--- src/rtl/segsel_pkg.sv ---
package segsel_pkg;
  // Number of columns handled by one chip.
  localparam int LINE_W = 96;
  // Width of the capture counter and of a line index.
  localparam int IDX_W  = $clog2(LINE_W);
  // Width of one level code.
  localparam int CODE_W = 2;

  // Strobes from the control to the datapath for one falling edge.
  typedef struct packed {
    logic             capture;  // write dataIn at idx
    logic             load;     // copy the line register into the output latch
    logic [IDX_W-1:0] idx;      // line position for this capture
  } strobe_t;
endpackage

--- src/rtl/segsel_ctrl.sv ---
module segsel_ctrl
  import segsel_pkg::*;
(
  input  logic    shiftClk,
  input  logic    rstN,
  input  logic    latchPulse,
  input  logic    dirSel,
  input  logic    enIn,
  output strobe_t strobe,
  output logic    endFlag
);
  localparam logic [IDX_W-1:0] LastIdx = IDX_W'(LINE_W - 1);

  logic [IDX_W-1:0] bitCnt;
  logic             selected;
  logic             full;
  logic             lastBit;

  // A capture happens when no latch is pending, the line is not full, and the
  // chip is already selected or sees its enable input low (active low).
  always_comb begin
    strobe.load    = latchPulse;
    strobe.capture = !latchPulse && !full && (selected || !enIn);
    strobe.idx     = dirSel ? (LastIdx - bitCnt) : bitCnt;
  end

  assign lastBit = (bitCnt == LastIdx);

  always_ff @(negedge shiftClk or negedge rstN) begin
    if (!rstN) begin
      bitCnt   <= '0;
      selected <= 1'b0;
      full     <= 1'b0;
      endFlag  <= 1'b0;
    end else if (latchPulse) begin
      bitCnt   <= '0;
      selected <= 1'b0;
      full     <= 1'b0;
      endFlag  <= 1'b0;
    end else if (strobe.capture) begin
      if (lastBit) begin
        bitCnt   <= '0;
        selected <= 1'b0;
        full     <= 1'b1;
        endFlag  <= 1'b1;
      end else begin
        bitCnt   <= bitCnt + 1'b1;
        selected <= 1'b1;
        endFlag  <= 1'b0;
      end
    end else begin
      endFlag <= 1'b0;
    end
  end
endmodule

--- src/rtl/segsel_datapath.sv ---
module segsel_datapath
  import segsel_pkg::*;
(
  input  logic                       shiftClk,
  input  logic                       rstN,
  input  strobe_t                    strobe,
  input  logic                       dataIn,
  input  logic                       polarity,
  output logic [CODE_W*LINE_W-1:0]   segLevel
);
  logic [LINE_W-1:0] lineReg;
  logic [LINE_W-1:0] outLatch;

  always_ff @(negedge shiftClk or negedge rstN) begin
    if (!rstN) begin
      lineReg  <= '0;
      outLatch <= '0;
    end else begin
      if (strobe.load) outLatch <= lineReg;
      if (strobe.capture) lineReg[strobe.idx] <= dataIn;
    end
  end

  // Per column: bit 1 = level pair (polarity), bit 0 = on/off.
  for (genvar col = 0; col < LINE_W; col++) begin : g_col
    assign segLevel[CODE_W*col +: CODE_W] = {polarity, outLatch[col] ^ polarity};
  end
endmodule

--- src/rtl/seg_chain_select.sv ---
module seg_chain_select
  import segsel_pkg::*;
(
  input  logic                      shiftClk,
  input  logic                      rstN,
  input  logic                      dirSel,
  input  logic                      latchPulse,
  input  logic                      dataIn,
  input  logic                      polarity,
  input  logic                      en1In,
  input  logic                      en2In,
  output logic                      en1Out,
  output logic                      en1Oe,
  output logic                      en2Out,
  output logic                      en2Oe,
  output logic [CODE_W*LINE_W-1:0]  segLevel
);
  strobe_t strobe;
  logic    endFlag;
  logic    enIn;
  logic    enOut;

  assign enIn   = dirSel ? en1In : en2In;
  assign enOut  = !(endFlag && !latchPulse);

  assign en1Oe  = !dirSel;
  assign en2Oe  = dirSel;
  assign en1Out = dirSel ? 1'b1 : enOut;
  assign en2Out = dirSel ? enOut : 1'b1;

  segsel_ctrl u_ctrl (
    .shiftClk   (shiftClk),
    .rstN       (rstN),
    .latchPulse (latchPulse),
    .dirSel     (dirSel),
    .enIn       (enIn),
    .strobe     (strobe),
    .endFlag    (endFlag)
  );

  segsel_datapath u_data (
    .shiftClk (shiftClk),
    .rstN     (rstN),
    .strobe   (strobe),
    .dataIn   (dataIn),
    .polarity (polarity),
    .segLevel (segLevel)
  );
endmodule

--- config.mk ---
export PLATFORM = sky130hd
export DESIGN_NAME = seg_chain_select
export DESIGN_NICKNAME = d
export VERILOG_FILES = /design/src/rtl/segsel_pkg.sv /design/src/rtl/segsel_ctrl.sv /design/src/rtl/segsel_datapath.sv /design/src/rtl/seg_chain_select.sv
export SDC_FILE = /design/constraint.sdc
export NUM_CORES = 1
export LEC_CHECK = 0
export BUFFER_PORTS_ARGS = -buffer_cell sky130_fd_sc_hd__clkbuf_2
export CORE_MARGIN = 10
export CORE_UTILIZATION = 50
export CTS_CLUSTER_SIZE = 25
export DETAILED_ROUTE_END_ITERATION = 12
export PLACE_DENSITY = 0.74
export SYNTH_ARGS = -nofsm -noshare
export SYNTH_HDL_FRONTEND = slang
export SYNTH_HIERARCHICAL = 1
export SYNTH_SLANG_ARGS = --single-unit
--- constraint.sdc ---
create_clock -name shiftClk -period 2.7 [get_ports shiftClk]
set_clock_uncertainty 0.05 [all_clocks]
set_input_delay 0 -clock shiftClk [delete_from_list [all_inputs] [get_ports shiftClk]]
set_output_delay 0 -clock shiftClk [all_outputs]
set_load 0.02 [all_outputs]
* After elaboration in Yosys (flattened, before gate mapping) *
Index checks and enable logic that the tools add are counted.

cells by class
  magnitude comparators = 2
  add/subtract/negate cells = 2
  bitwise logic cells = 96
  reductions and logical operators = 13
  equality and inequality tests = 1
  mux-type cells = 19

operator list
  cell                   number
  $bwmux W96             1
  $xor A1 B1 Y1          96
  $mux W7                4
  $mux W1                13
  $lt A7 B8 Y1 const B   1
  $add A7 B1 Y7 const B  1
  $demux W1 S7           1
  $eq A7 B7 Y1 const B   1
  $ge A7 B1 Y1 const B   1
  $sub A7 B7 Y7 const A  1
  $logic_not A1 Y1       5
  $logic_and A1 B1 Y1    4
  $reduce_bool A2 Y1     2
  $reduce_and A2 Y1      1
  $logic_or A1 B1 Y1     1

storage, ports and cells
  input port bits = 8
  bits in registers = 202
  word-level logic and storage cells = 139
  output and inout bits = 196

* Logic depth before layout (Yosys ltp) *
Gate-level depths: netlist (run 1).

  depth after elaboration = 7
  depth in mapped cells = 8
  gate-level depth less buffers = 6

* By module *
Netlist (run 1), hierarchy kept.

modules (own cells, without submodules)
  module            cells each  times used  sequential area each (sq um)  area an instance (sq um)
  segsel_datapath   743         1           4804.6                        9501.6
  segsel_ctrl       61          1           250.2                         599.3
  seg_chain_select  5           1           0.0                           38.8

==> results.cfg, run 1 <==
[global_route]
gr-total-overflow = 0
grt_max_degree = 97
antenna_found_initial = 0
grt_use_total_pct = 16.2
grt_pass1_vias = 6276
grt_pass1_wl_um = 35400

[floorplan]
die-area_mm2 = 0.0264
die_width_um = 162
start_util_pct = 50.4
io_pins = 204
coreArea_mm2 = 0.0201
placementRows = 52
die_h_um = 162

[layout]
drive_gt1_share_pct = 54.6
syn_to_final_growth_pct = 20.1
fin_area_mm2 = 0.0122
antenna_cells = 0
fin_cells = 1234
nNetsFinal = 962
final_util_pct = 60.6

[detailed_routing]
vias_per_cell = 4.97
dr.pass1.iters = 4
wire_per_inst_um = 18.0
drt_iter0_markers = 469
vias = 6134
routed_wirelength_um = 22200
ant_nets = 0
drc = 0

[placed_design]
dpl.hpwl_um = 14900
placedCellCount = 1182
portBuffers = 203
gp_congestion = 0.782
place_area_mm2 = 0.0111

[hold_path]
hp-class = flop to flop
hold_path.startpoint = u_data/lineReg[70]$_DFFE_NN0P_
hold_path_end = u_data/lineReg[70]$_DFFE_NN0P_
hold-path-cell-count = 1

[critical_path]
rrSetupSlack_ns = 0.48
cp.required_ns = 2.65
critPathKind = flop to output port
cp-end-kind = output port
cp-start-kind = flop
r2r_cells = 6
path_max_fanout = 2
critPathArrivalTime_ns = 2.79
r2r-end = u_data/lineReg[34]$_DFFE_NN0P_
r2r-start = u_ctrl/bitCnt[6]$_DFFE_NN0P_

[timing]
drv_slew = 0
setup_viol = 7
worstMarginPinSlew_ns = 0.484
whs_ns = 0.386
rsz0062_at_grt = yes
hold_viol = 0
slew_headroom_pct = 67.7
post-route-worst-setup-slack_ns = -0.138

[yosys]
ys_warn_count = 6
yosysTopAreaCellShare_pct = 49.9
synth_most_common_cell = dfrtn_1
synth_cell_type_count = 41
synth_area_mm2 = 0.0101
synth_cells = 809
synth_area_leaders = dfrtn_1 (50%), mux2_2 (20%), xor2_1 (8.7%)
synth_ff_type = dfrtn_1
ys_ff_latch = 202
async_reset_ff_share_pct = 100
syn_area_per_cell_um2 = 12.5
yosys.area.top_type = dfrtn_1
synth_common_cells = dfrtn_1 (202), mux2_2 (178), buf_4 (101), xor2_1 (101), nand2_1 (84)
synth_edf_count = 0
syn-num-nets = 819
yosysSeqAreaShare_pct = 49.9

[pwr]
p_leak_uw = 0.00631
ir_worst_vdd_mv = 0.447
swShare_pct = 29.2
seqPwrFrac_pct = 43.4
p_per_area_mw_per_mm2 = 722
power_switching_uw = 2570
p_clk_share_pct = 32.6
intPower_uw = 6220
p_comb_share_pct = 24.1

[cts]
clk_latency_ns = 0.51
cts_tree = built
cts_buffer_depth = 3
cts.sinks = 202
clkTransAtPathRegs_ns = 0.04
numCtsBuffers = 22
h-tree-depth = 1
clock-root-buffer = clkbuf_16
holdBufCountCts = 0

[run]
drv_cap = 0

[status]
status = finished, violations left
violations = negative setup slack
## critical path: stages (launching register included)
cell	delay (ns)
dfrtn_1	0.41
or3b_1	0.37
buf_6	0.15
## registers in the layout, summed over array words and instances, names as in the netlist
signal	flops
u_ctrl/full	1
u_ctrl/endFlag	1
u_data/lineReg	96
u_ctrl/selected	1
u_data/outLatch	96
u_ctrl/bitCnt	7
## how the worst max path moves through the flow
stage	slack [ns]	to	start
after floorplan	-0.28	u_data/lineReg[33]$_DFFE_NN0P_	dirSel
after global placement	-0.49	u_data/lineReg[37]$_DFFE_NN0P_	dirSel
after detailed placement	-0.53	u_data/lineReg[37]$_DFFE_NN0P_	dirSel
after CTS	-0.15	en1Out	u_ctrl/endFlag$_DFF_NN0_
after global routing	-0.18	en1Out	u_ctrl/endFlag$_DFF_NN0_
final	-0.14	en1Out	u_ctrl/endFlag$_DFF_NN0_
## logic make-up after synthesis
group	after synthesis	share of synthesized area [%]
AOI/OAI and AO/OA	9	0.580
xor gates and xnor gates	101	8.72
adders and majority gates	2	0.247
buffers and inverters	157	10.4
DFF	202	49.9
muxes	198	21.9
and+or+nand+nor	140	8.28
## per-layer routing
| metal | up-vias | part of all wire (%) | track usage [%] | wire length, um |
|---|---|---|---|---|
| li1 | 2893 | - | - | - |
| met1 | 3061 | 44 | 21.5 | 9740 |
| met2 | 160 | 47 | 25.7 | 10500 |
| met3 | 20 | 7.7 | 4.63 | 1700 |
| met4 | 0 | 1.3 | 3.80 | 299 |
| met5 | - | 0 | 0 | 0 |
## power by group through the flow
stage | Clock, uW | Combinational [uW] | Sequential (uW)
after CTS | 2920 | 2030 | 3810
after global routing | 3070 | 2280 | 3860
after floorplan | 0 | 1410 | 3740
after global placement | 0 | 1910 | 3840
after detailed placement | 0 | 1950 | 3850
final | 2860 | 2120 | 3810
## cell usage in the layout, fill, tap and decap left out, drive strengths merged, types with 3 or more instances in the layout
master and n:
a21oi 3, and4 7, and4b 3, and4bb 7, buf 162, clkbuf 142
dfrtn 202, inv 4, mux2 195, mux2i 4, nand2 84, nand2b 11
nand4 4, nor2 6, nor4b 5, xor2 101
## layout make-up
cell class / count / area [um^2]
multi-input combinational: 451 / 4170
sequential: 202 / 5050
tap: 270 / 338
clock inverter: 3 / 45.0
clock buffer: 33 / 643
timing repair buffer: 271 / 1920
fill: 1566 / 7930
inverter: 4 / 15.0
## repair_timing
item,4_1_cts,5_1_grt
setup buffers,5,10
gates cloned,0,1
resized for setup,34,150
hold endpoints to repair,0,0
endpoints found under the setup margin,35,180
## metrics by stage
stage,worst slack [ns],total power [uW],TNS [ns]
after detailed placement,-0.527,5800,-42.08
after global routing,-0.182,9210,-1.54
after CTS,-0.147,8750,-0.697
after floorplan,-0.278,5150,-18.23
after global placement,-0.495,5750,-38.91
final,-0.138,8790,-0.246
(Power assumes the default switching activity.)
==> inputs of run 2 (changes only) <==
==> constraint.sdc (replaced) <==
create_clock -name shiftClk -period 2.7 [get_ports shiftClk]
set_clock_uncertainty 0.05 [all_clocks]
set_input_delay 0.405 -clock shiftClk [delete_from_list [all_inputs] [get_ports shiftClk]]
set_output_delay 0.405 -clock shiftClk [all_outputs]
set_load 0.02 [all_outputs]
==> run 2 against run 1 <==
Compared with the run above: first-iteration DRC count fell by 35%; critical endpoint unchanged; sequential power barely moved; sequential cell count did not move; critical path depth did not move; design area rose by 9.4%; critical path type unchanged; worst setup slack got worse by 0.38 ns; global-route usage rose by 1.3 points; the run still ends with negative setup slack left; clock power rose by 6%; core utilization rose by 5.7 points.
==> results.cfg, run 2 (synthesis gave the netlist of run 1 again) <==
[status]
status = finished, violations left
violations = negative setup slack

[floorplan]
placementRows = 52
coreArea_mm2 = 0.0201
die-area_mm2 = 0.0264
io_pins = 204
start_util_pct = 50.4
die_h_um = 162
die_width_um = 162

[layout]
fin_area_mm2 = 0.0133
nFillCells = 1395
nNetsFinal = 1002
drive_gt1_share_pct = 65.3
layout_common_cells = dfrtn_1 (202), mux2_2 (162), buf_4 (160)
antenna_cells = 0
largestRegisters = u_data/lineReg x96, u_data/outLatch x96, u_ctrl/bitCnt x7
syn_to_final_growth_pct = 31.4
final_common_cell = dfrtn_1

[detailed_routing]
vias = 6404
drt_iter0_markers = 304
vias_per_cell = 5.03
drc = 0
wire_per_inst_um = 19.0
ant_nets = 0
dr.pass1.iters = 4
routed_wirelength_um = 24200

[timing]
drv_slew = 0
slew_headroom_pct = 67.3
finalSetupTns_ns = -60.81
worstMarginPinSlew_ns = 0.491
post-route-worst-setup-slack_ns = -0.515
rsz0062_at_grt = yes
hold_viol = 0
setup_viol = 194

[pwr]
p_leak_uw = 0.00728
p_per_area_mw_per_mm2 = 695
ir_worst_vdd_mv = 0.569

[cts]
numCtsBuffers = 22
h-tree-depth = 1
holdBufCountCts = 0
cts_buffer_depth = 3
clock-root-buffer = clkbuf_16
clkTransAtPathRegs_ns = 0.05
cts_tree = built
clk_latency_ns = 0.51
cts.sinks = 202

[placed_design]
dpl.hpwl_um = 15100
gp_congestion = 0.750
dpl_worst_slack_ns = -0.990
portBuffers = 203
place_area_mm2 = 0.0111

[critical_path]
path_max_fanout = 2
cp-start-kind = flop
critPathKind = flop to output port
critPathArrivalTime_ns = 2.76
cp-end-kind = output port
cp.required_ns = 2.25

[global_route]
grt_pass1_wl_um = 37900
grt_pass1_vias = 6731
grt_use_total_pct = 17.5
gr-total-overflow = 0
grt_max_degree = 72
antenna_found_initial = 0

[hold_path]
hp-class = flop to flop

[run]
drv_cap = 0
## run 2: cell count changes in the layout (fill, tap and decap cells not counted), sizes merged
cell      previous run  this run
and2                 1         2
buf                162       206
bufinv               1         2
clkbuf             142       133
clkinv               0         3
clkinvlp             2         0
inv                  4         5
## run 2: stage by stage
stage,std cells,hold WS (ns),util (%),power [uW]
6_report,1273,0.398,66.3,9260
3_5_place_dp,1182,0.387,55.4,5810
4_1_cts,1253,0.398,64.3,9190
2_1_floorplan,809,0.369,-,5160
5_1_grt,1273,0.409,66.3,9650
3_3_place_gp,1182,0.382,55.4,5750
## run 2: final timing paths
kind	start	endpoint	slack, ns	cells past startpoint
max	u_ctrl/endFlag$_DFF_NN0_	en1Out	-0.52	2
max reg2reg	u_ctrl/bitCnt[6]$_DFFE_NN0P_	u_data/lineReg[35]$_DFFE_NN0P_	0.36	6
max in group asynchronous	rstN	u_data/outLatch[79]$_DFFE_NN0P_	0.99	2
min	u_data/lineReg[48]$_DFFE_NN0P_	u_data/outLatch[48]$_DFFE_NN0P_	0.40	1
min in group asynchronous	rstN	u_data/outLatch[37]$_DFFE_NN0P_	0.96	1
min reg2reg	u_data/lineReg[48]$_DFFE_NN0P_	u_data/outLatch[48]$_DFFE_NN0P_	0.40	1
## run 2: timing repair
item                       CTS  global route
setup endpoints to repair  194           196
pin swaps                   53            20
gates resized for setup    238           155
setup buffers               31            21
gates cloned                 5             0
## run 2: power by group
| part | internal [uW] | switching, uW |
|---|---|---|
| clock | 1840 | 1180 |
| combinational | 1190 | 1230 |
| sequential | 3510 | 309 |
## run 2: area by class of cell
cell class	instances	area, um^2	share of cell area, %
sequential	202	5050	37.9
clock inverter	6	95.1	0.714
timing repair buffer	310	2460	18.5
tap	270	338	2.54
multi-input combinational	452	4720	35.4
inverter	4	15.0	0.113
clock buffer	29	637	4.78
## run 2: routing by layer
layer	vias to the layer above	part of all wire [%]	wire length (um)	global-route usage (%)
li1	2977	-	-	-
met1	3276	42	10300	22.1
met2	118	51	12400	30.5
met3	33	4.6	1110	3.69
met4	0	1.6	398	3.60
met5	-	0	0	0
## run 2: worst max-delay path, stage by stage (launching register included)
cell	delay, ns
dfrtn_1	0.40
or3b_1	0.36
buf_6	0.14
==> inputs of run 3 (changes only) <==
==> constraint.sdc (replaced) <==
create_clock -name shiftClk -period 2.7 [get_ports shiftClk]
set_clock_uncertainty 0.05 [all_clocks]
set_input_delay 0.54 -clock shiftClk [delete_from_list [all_inputs] [get_ports shiftClk]]
set_output_delay 0.54 -clock shiftClk [all_outputs]
set_load 0.02 [all_outputs]
==> run 3 against run 2 <==
Compared with the run above: the run still ends with negative setup slack left; clock power down 8.9%; sequential share of layout area fell by 1.7 points; critical path type unchanged; core utilization increased by 3.0 points; routed wire length increased by 0.94%; sequential power is 2% higher; count of clock-buffer cells in the layout is 2 higher; combinational power up 12%.
==> results.cfg, run 3 (synthesis gave the netlist of run 1 again) <==
[status]
status = finished, violations left
violations = negative setup slack

[critical_path]
critPathKind = flop to output port
path_max_fanout = 2
cp.required_ns = 2.11
cp-end-kind = output port
path_cells = or3b_4 > buf_6
r2r-start = u_ctrl/bitCnt[6]$_DFFE_NN0P_
r2r-end = u_data/lineReg[36]$_DFFE_NN0P_
cp-start-kind = flop
r2r_cells = 6
rrSetupSlack_ns = 0.45
critPathArrivalTime_ns = 2.78
crit_path_top_delay_cell = dfrtn_1
max_stage_delay_ns = 0.41

[detailed_routing]
met1_length_um = 10300
dr_wl_met2_um = 12600
drc = 0
met3_length_um = 1210
top_layer = met4
vias = 6254
drt_iter0_markers = 296
dr.pass1.iters = 4
vias_per_cell = 4.95
ant_nets = 0
wire_per_inst_um = 19.4
routed_wirelength_um = 24500

[hold_path]
hold_path_end = u_data/lineReg[68]$_DFFE_NN0P_
hold_path.startpoint = u_data/lineReg[68]$_DFFE_NN0P_
hold-path-cell-count = 1
hp-class = flop to flop

[global_route]
grt_pass1_wl_um = 37800
grt_max_degree = 106
grt_use_total_pct = 17.5
grt_pass1_vias = 6615
gr-total-overflow = 0
antenna_found_initial = 0

[cts]
cts_buffer_depth = 3
cts.sinks = 202
clkTransAtPathRegs_ns = 0.04
cts_tree = built
clk_latency_ns = 0.50
clock-root-buffer = clkbuf_16
h-tree-depth = 1
numCtsBuffers = 21

[layout]
nFillCells = 1326
fin_cells = 1264
largestRegisters = u_data/lineReg x96, u_data/outLatch x96, u_ctrl/bitCnt x7
regArea_mm2 = 0.00505
syn_to_final_growth_pct = 37.4
final_util_pct = 69.3
nNetsFinal = 989
antenna_cells = 0
layout_common_cells = dfrtn_1 (202), mux2_2 (168), clkbuf_2 (101)
multi_input_area_mm2 = 0.00496
final_common_cell = dfrtn_1
drive_gt1_share_pct = 65.9

[timing]
setup_viol = 195
worstMarginPinSlew_ns = 0.365
rsz0062_at_grt = yes
finalSetupTns_ns = -87.15
hold_viol = 0
slew_headroom_pct = 75.7
drv_slew = 0
post-route-worst-setup-slack_ns = -0.673

[floorplan]
start_util_pct = 50.4
die_h_um = 162
io_pins = 204
coreArea_mm2 = 0.0201
die-area_mm2 = 0.0264
placementRows = 52
die_width_um = 162

[placed_design]
dpl.hpwl_um = 15300
gp_congestion = 0.750
dpl_worst_slack_ns = -1.17
portBuffers = 203
placedCellCount = 1191

[pwr]
ir_worst_vdd_mv = 0.525
p_leak_uw = 0.00684
total_power_uw = 9340
p_per_area_mw_per_mm2 = 670

[run]
drv_cap = 0
-- run 3: cell count changes in the layout (fill, tap and decap cells not counted), sizes merged --
cell | before | now
bufinv | 2 | 1
clkbuf | 133 | 231
buf | 206 | 98
clkinv | 3 | 5
-- run 3: what timing repair did --
action                     in CTS  in global routing
hold buffers                    0                  0
gates cloned                    0                  4
setup endpoints to repair     255                294
pin swaps                       6                 11
resized for setup             201                 40
setup buffers                  17                 15
-- run 3: metal layers --
metal / vias up / global-route usage (%)
li1: 2866 / -
met4: 0 / 2.81
met1: 3220 / 22.2
met2: 138 / 30.8
met5: - / 0
met3: 30 / 3.69
-- run 3: worst max-delay path by stage --
| stage | startpoint | slack [ns] | endpoint |
|---|---|---|---|
| 5_1_grt | u_ctrl/endFlag$_DFF_NN0_ | -0.70 | en1Out |
| 3_5_place_dp | dirSel | -1.17 | u_data/lineReg[56]$_DFFE_NN0P_ |
| 4_1_cts | u_ctrl/endFlag$_DFF_NN0_ | -0.70 | en1Out |
| 6_report | u_ctrl/endFlag$_DFF_NN0_ | -0.67 | en1Out |
| 2_1_floorplan | dirSel | -0.82 | u_data/lineReg[33]$_DFFE_NN0P_ |
| 3_3_place_gp | dirSel | -1.16 | u_data/lineReg[24]$_DFFE_NN0P_ |
-- run 3: area by class of cell --
type,instances,area share [%]
clock buffer,31,4.26
clock inverter,7,0.458
inverter,4,0.108
multi-input combinational,452,35.6
sequential,202,36.3
tap,270,2.42
timing repair buffer,298,20.8
-- run 3: per-stage QoR --
stage	area, um^2	hold WS [ns]
floorplan	11200	0.369
global placement	12000	0.382
detailed placement	12000	0.389
CTS	13600	0.388
global route	13900	0.408
finish	13900	0.390
-- run 3: worst max-delay path: cells and delay by family (launching register included) --
family,cells,cell delay [ns]
flip-flops,1,0.41
AND/OR/NAND/NOR,1,0.38
buffers and inverters,1,0.14
-- run 3: power breakdown --
| part | switching (uW) | internal, uW | total [uW] | leakage, uW |
|---|---|---|---|---|
| clock | 1130 | 1620 | 2750 | 0.000327 |
| sequential | 376 | 3510 | 3890 | 0.00277 |
| combinational | 1270 | 1440 | 2700 | 0.00375 |
| total | 2770 | 6570 | 9340 | 0.00684 |
